--- config.mk ---
export PLATFORM = sky130hd
export DESIGN_NAME = pwr_on_mgr
export DESIGN_NICKNAME = d
export VERILOG_FILES = /design/src/rtl/pwr_gate_pkg.sv /design/src/rtl/pwr_rst_sync.sv /design/src/rtl/pwr_daq_hold.sv /design/src/rtl/pwr_ro_ctrl.sv /design/src/rtl/pwr_on_mgr.sv
export SDC_FILE = /design/constraint.sdc
export NUM_CORES = 1
export LEC_CHECK = 0
export BUFFER_PORTS_ARGS = -buffer_cell sky130_fd_sc_hd__buf_4
export CAP_MARGIN = 20
export CORE_AREA = 5 5 42 44
export DETAILED_ROUTE_END_ITERATION = 6
export DIE_AREA = 0 0 47 49
export PLACE_DENSITY_LB_ADDON = 0.2
export SYNTH_ARGS = -nofsm -noshare
export SYNTH_HDL_FRONTEND = slang
export SYNTH_SLANG_ARGS = --single-unit
--- constraint.sdc ---
create_clock -name clk -period 3 [get_ports clk]
set_clock_uncertainty 0.1 [all_clocks]
set_input_delay 0.6 -clock clk [delete_from_list [all_inputs] [get_ports clk]]
set_output_delay 0.6 -clock clk [all_outputs]
set_load 0.02 [all_outputs]
--- src/rtl/pwr_gate_pkg.sv ---
package pwr_gate_pkg;
  // synchroniser depth used for request release and start-readout capture
  parameter int unsigned SYNC_STAGES = 2;
  // number of identical copies of each enable
  parameter int unsigned EN_COPIES   = 2;
endpackage

--- src/rtl/pwr_rst_sync.sv ---
module pwr_rst_sync #(
  parameter int unsigned STAGES = pwr_gate_pkg::SYNC_STAGES
) (
  input  logic clk,
  input  logic rst_n,
  output logic rst_sync_n
);
  logic [STAGES-1:0] sh_q;
  logic [STAGES-1:0] sh_d;

  always_comb begin
    sh_d = {sh_q[STAGES-2:0], 1'b1};
  end

  always_ff @(posedge clk or negedge rst_n) begin
    if (!rst_n) sh_q <= '0;
    else        sh_q <= sh_d;
  end

  assign rst_sync_n = sh_q[STAGES-1];
endmodule

--- src/rtl/pwr_daq_hold.sv ---
module pwr_daq_hold #(
  parameter int unsigned STAGES = pwr_gate_pkg::SYNC_STAGES
) (
  input  logic clk,
  input  logic rst_n,
  input  logic req_i,
  output logic hold_o
);
  logic [STAGES-1:0] sh_q;
  logic [STAGES-1:0] sh_d;

  always_comb begin
    sh_d = {sh_q[STAGES-2:0], req_i};
  end

  always_ff @(posedge clk or negedge rst_n) begin
    if (!rst_n) sh_q <= '0;
    else        sh_q <= sh_d;
  end

  // set follows the input at once; release waits for every stage to clear
  assign hold_o = req_i | (|sh_q);
endmodule

--- src/rtl/pwr_ro_ctrl.sv ---
module pwr_ro_ctrl #(
  parameter int unsigned STAGES = pwr_gate_pkg::SYNC_STAGES
) (
  input  logic clk,
  input  logic rst_n,
  input  logic sro_i,
  input  logic done_i,
  output logic strobe_o,
  output logic hold_o
);
  localparam int unsigned DEPTH = STAGES + 1;

  logic [DEPTH-1:0] cap_q;
  logic [DEPTH-1:0] cap_d;
  logic             busy_q;
  logic             busy_d;
  logic             strobe;

  always_comb begin
    cap_d  = {cap_q[DEPTH-2:0], sro_i};
    strobe = cap_q[STAGES-1] & ~cap_q[STAGES];
    busy_d = strobe | (busy_q & ~done_i);
  end

  always_ff @(posedge clk or negedge rst_n) begin
    if (!rst_n) begin
      cap_q  <= '0;
      busy_q <= 1'b0;
    end else begin
      cap_q  <= cap_d;
      busy_q <= busy_d;
    end
  end

  assign strobe_o = strobe;
  assign hold_o   = sro_i | busy_q;
endmodule

--- src/rtl/pwr_on_mgr.sv ---
module pwr_on_mgr
  import pwr_gate_pkg::*;
#(
  parameter int unsigned STAGES = SYNC_STAGES,
  parameter int unsigned COPIES = EN_COPIES
) (
  input  logic              clk,
  input  logic              rst_n,
  input  logic              daq_req_i,
  input  logic              sro_i,
  input  logic              ro_done_i,
  output logic              pwr_on_o,
  output logic [COPIES-1:0] lvds_en_o,
  output logic [COPIES-1:0] clk_en_o,
  output logic              sro_int_o
);
  logic rst_sync_n;
  logic daq_hold;
  logic ro_hold;
  logic pwr_req;
  logic run_q;
  logic run_d;
  logic raw_wake;

  pwr_rst_sync #(.STAGES(STAGES)) u_rst (
    .clk       (clk),
    .rst_n     (rst_n),
    .rst_sync_n(rst_sync_n)
  );

  pwr_daq_hold #(.STAGES(STAGES)) u_daq (
    .clk   (clk),
    .rst_n (rst_sync_n),
    .req_i (daq_req_i),
    .hold_o(daq_hold)
  );

  pwr_ro_ctrl #(.STAGES(STAGES)) u_ro (
    .clk     (clk),
    .rst_n   (rst_sync_n),
    .sro_i   (sro_i),
    .done_i  (ro_done_i),
    .strobe_o(sro_int_o),
    .hold_o  (ro_hold)
  );

  always_comb begin
    pwr_req  = daq_hold | ro_hold;
    raw_wake = daq_req_i | sro_i;
    run_d    = pwr_req;
  end

  // clock-run state updates while the gated clock is low
  always_ff @(negedge clk or negedge rst_sync_n) begin
    if (!rst_sync_n) run_q <= 1'b0;
    else             run_q <= run_d;
  end

  assign pwr_on_o = pwr_req;

  for (genvar g = 0; g < COPIES; g++) begin : g_en
    assign clk_en_o[g]  = run_q;
    assign lvds_en_o[g] = raw_wake | run_q;
  end
endmodule

==> results.md <==
* Result of the run: finished with violations
* Failing checks: setup timing
* Post-route cell area at 422 um^2
* CTS H-Tree Depth at 1
* Arrival time of the worst setup path at roughly 2.6 ns
* Setup Total Neg Slack at -0.754 ns
* Antenna violations before repair at 0
* Pin count of the biggest net entering global routing at 8
* NetSw at 0.0509 mW
* TritonCTS Buffers at 3
* Clock share of power at 0.384
* Setup-failing EPs final at 4
* Final cell utilization of the core at 0.301
* Final RePlAce weighted congestion at around 0.59
* Via/cell ratio at 3.69
* Starting Density at 0.204
* Synth Register Bits at 9
* Internal Dissipation at ~0.19 mW
* Net switching share of the total power at 0.214
* Antenna-violating nets left at 0
* CTS Root Cell: sky130_fd_sc_hd__clkbuf_4
* Share of total power in sequential cells at 0.551
* Hold Vio Cnt, Final at 0
* Max-cap check violation count at 0
* Area after detailed placement at about 370 um^2
* Number of instances in the placed design at 43
* Synthesized instance count at 19
* RSZ-0062 raised after global routing: true
* Syn Nets at 24
* Final standard cell count with taps included and fillers excluded at 48
* Data required time of the critical path at 2.30 ns
* IO Count at 11
* Cell-by-cell trace of the critical path: or3_4, buf_6
* DR pass1 iterations at 2
* Worst path top cell family by delay: flip-flops
* Worst-path fanout max at 2
* Post-synthesis cell area at 285 um^2
* Via count of the first global-routing pass at 176
* Share of layout cells above drive strength 1 at 0.469
* Pleak at just under 0.2 nW
* Worst Path Buf+Inv at 1
* Power per Cell Area at ~570 mW/mm^2
* Die Height at about 50 um
* Class of the tightest hold or removal check: reg2async
* Sum of routed wire length over all layers at slightly below 500 um
* Crit path max-delay cell type: sky130_fd_sc_hd__dfrtn_1
* Placed wire-length estimate at about 380 um
* Port Buffer Count at 10
* Mean instance size in the synthesized netlist at 15.0 um^2
* PnR worst setup slack at -0.283 ns
* Commonest cells after routing, fill and taps aside: sky130_fd_sc_hd__dfrtp_1, sky130_fd_sc_hd__buf_4, sky130_fd_sc_hd__buf_6, sky130_fd_sc_hd__clkbuf_4
* Post-synthesis sequential area ratio at 0.789
* TritonCTS Sinks at 9
* Clock transition time at the flip-flop clock pins of the worst setup and hold paths at 0.06 ns
* CP Capture Type: primary output
* Maximum count of clock buffers along a single path at 2
* Grt total ovfl at 0
* Combinational Power Share at 0.065
* Clk_lat worst skew at 0.25 ns
* Most frequent standard cell in the layout excluding fill and tap cells: sky130_fd_sc_hd__dfrtp_1
* Global-route wire length before repair at about 760 um
* GRT Overall Usage at 0.0513
* Remaining design rule violation count at 0
* Initial detailed-routing violation count at 4
* Total core area at about 0.0014 mm^2
* IR drop worst, VDD at 0.281 mV
* Floorplan die area at 0.00230 mm^2
* Kind of start point of the critical path: flip-flop
* Count of cell types in the netlist at 10
* TritonCTS clock tree: built
* Number of antenna diodes at 0
* Count of warnings emitted by yosys at 0
* Slew Viols, Final at 0
* Die boundary width at 47 um
* Kind of critical path: reg2out
* WL per Instance at about 10 um
* FP Rows at 14
* Critical Path Max Stage Delay at between 0.3 and 0.4 ns
* Area added between synthesis and finish at 47.8%
* Filler Cells Inserted at 154
* Net total in the final layout at 38
* Via total after detailed routing at roughly 180
## through the flow
stage               hold WS, ns  setup WS (ns)  total power [mW]
floorplan               -0.0185        -0.0551             0.139
global placement        0.00311        -0.0115             0.147
detailed placement       0.0178        -0.0131             0.148
CTS                     0.00309         -0.288             0.242
global route             0.0314         -0.315             0.249
finish                  0.00783         -0.283             0.238
## layer usage
metal	vias to the layer above	GRT usage	share of wire
met5	-	0	0
met4	0	0.0415	0
met3	0	0.0443	0.10
met2	7	0.0656	0.49
met1	87	0.0501	0.40
li1	83	-	-
## registers in the layout (all words and copies together), names as in the netlist
register / flops
u_ro.busy_q: 1
u_ro.cap_q: 3
run_q: 1
u_daq.sh_q: 2
u_rst.sh_q: 2
## Yosys cell counts (all sizes together)
library cell,n,share of area
dfrtp,8,0.70
buf,3,0.079
conb,1,0.013
dfrtn,1,0.088
inv,1,0.013
nand2,1,0.013
nor2b,1,0.022
nor4,1,0.022
o21bai,1,0.026
or3,1,0.022
## area by class of cell
cell class	instances	area, um^2	share of cell area
Inverter	1	3.75	0.00890
Tap cell	16	20.0	0.0475
Multi-Input combinational cell	6	38.8	0.0920
Timing Repair Buffer	12	108	0.255
Clock buffer	4	26.3	0.0623
Sequential cell	9	225	0.534
## path summary, 6_finish.rpt
path / from / to / slack (ns) / depth (start not counted)
worst min register to register: u_rst.sh_q[1]$_DFF_PN0_ / u_daq.sh_q[1]$_DFF_PN0_ / 0.008 / 0
worst max-delay path: run_q$_DFF_NN0_ / lvds_en_o[1] / -0.28 / 2
min in group clk: u_rst.sh_q[0]$_DFF_PN0_ / u_rst.sh_q[1]$_DFF_PN0_ / 0.25 / 0
worst max register to register: u_daq.sh_q[1]$_DFF_PN0_ / run_q$_DFF_NN0_ / 0.51 / 2
max in group asynchronous: u_rst.sh_q[1]$_DFF_PN0_ / run_q$_DFF_NN0_ / 1.17 / 0
worst min-delay path: u_rst.sh_q[1]$_DFF_PN0_ / u_daq.sh_q[1]$_DFF_PN0_ / 0.008 / 0
## power by group through the flow
| stage | Combinational, mW | Sequential, mW | Clock [mW] |
|---|---|---|---|
| 2_1_floorplan | 0.00602 | 0.133 | 0 |
| 3_3_place_gp | 0.0137 | 0.133 | 0 |
| 3_5_place_dp | 0.0141 | 0.134 | 0 |
| 4_1_cts | 0.0148 | 0.131 | 0.0962 |
| 5_1_grt | 0.0172 | 0.132 | 0.0994 |
| 6_report | 0.0155 | 0.131 | 0.0916 |
## cells by family after synthesis
| group | after synthesis | synth area share |
|---|---|---|
| and+or+nand+nor | 4 | 0.0790 |
| buffers and inverters | 4 | 0.0921 |
| DFF | 9 | 0.789 |
| other | 1 | 0.0131 |
| AOI/OAI and AO/OA | 1 | 0.0263 |
## repair_timing
item | CTS | global route
hold buffers | 0 | 1
gates cloned | 0 | 0
resized for setup | 4 | 0
endpoints found under the setup margin | 4 | 4
setup buffers | 1 | 1
hold endpoints to repair | 0 | 1
pin swaps | 0 | 0
No activity file was read; power rests on OpenSTA's default activity.
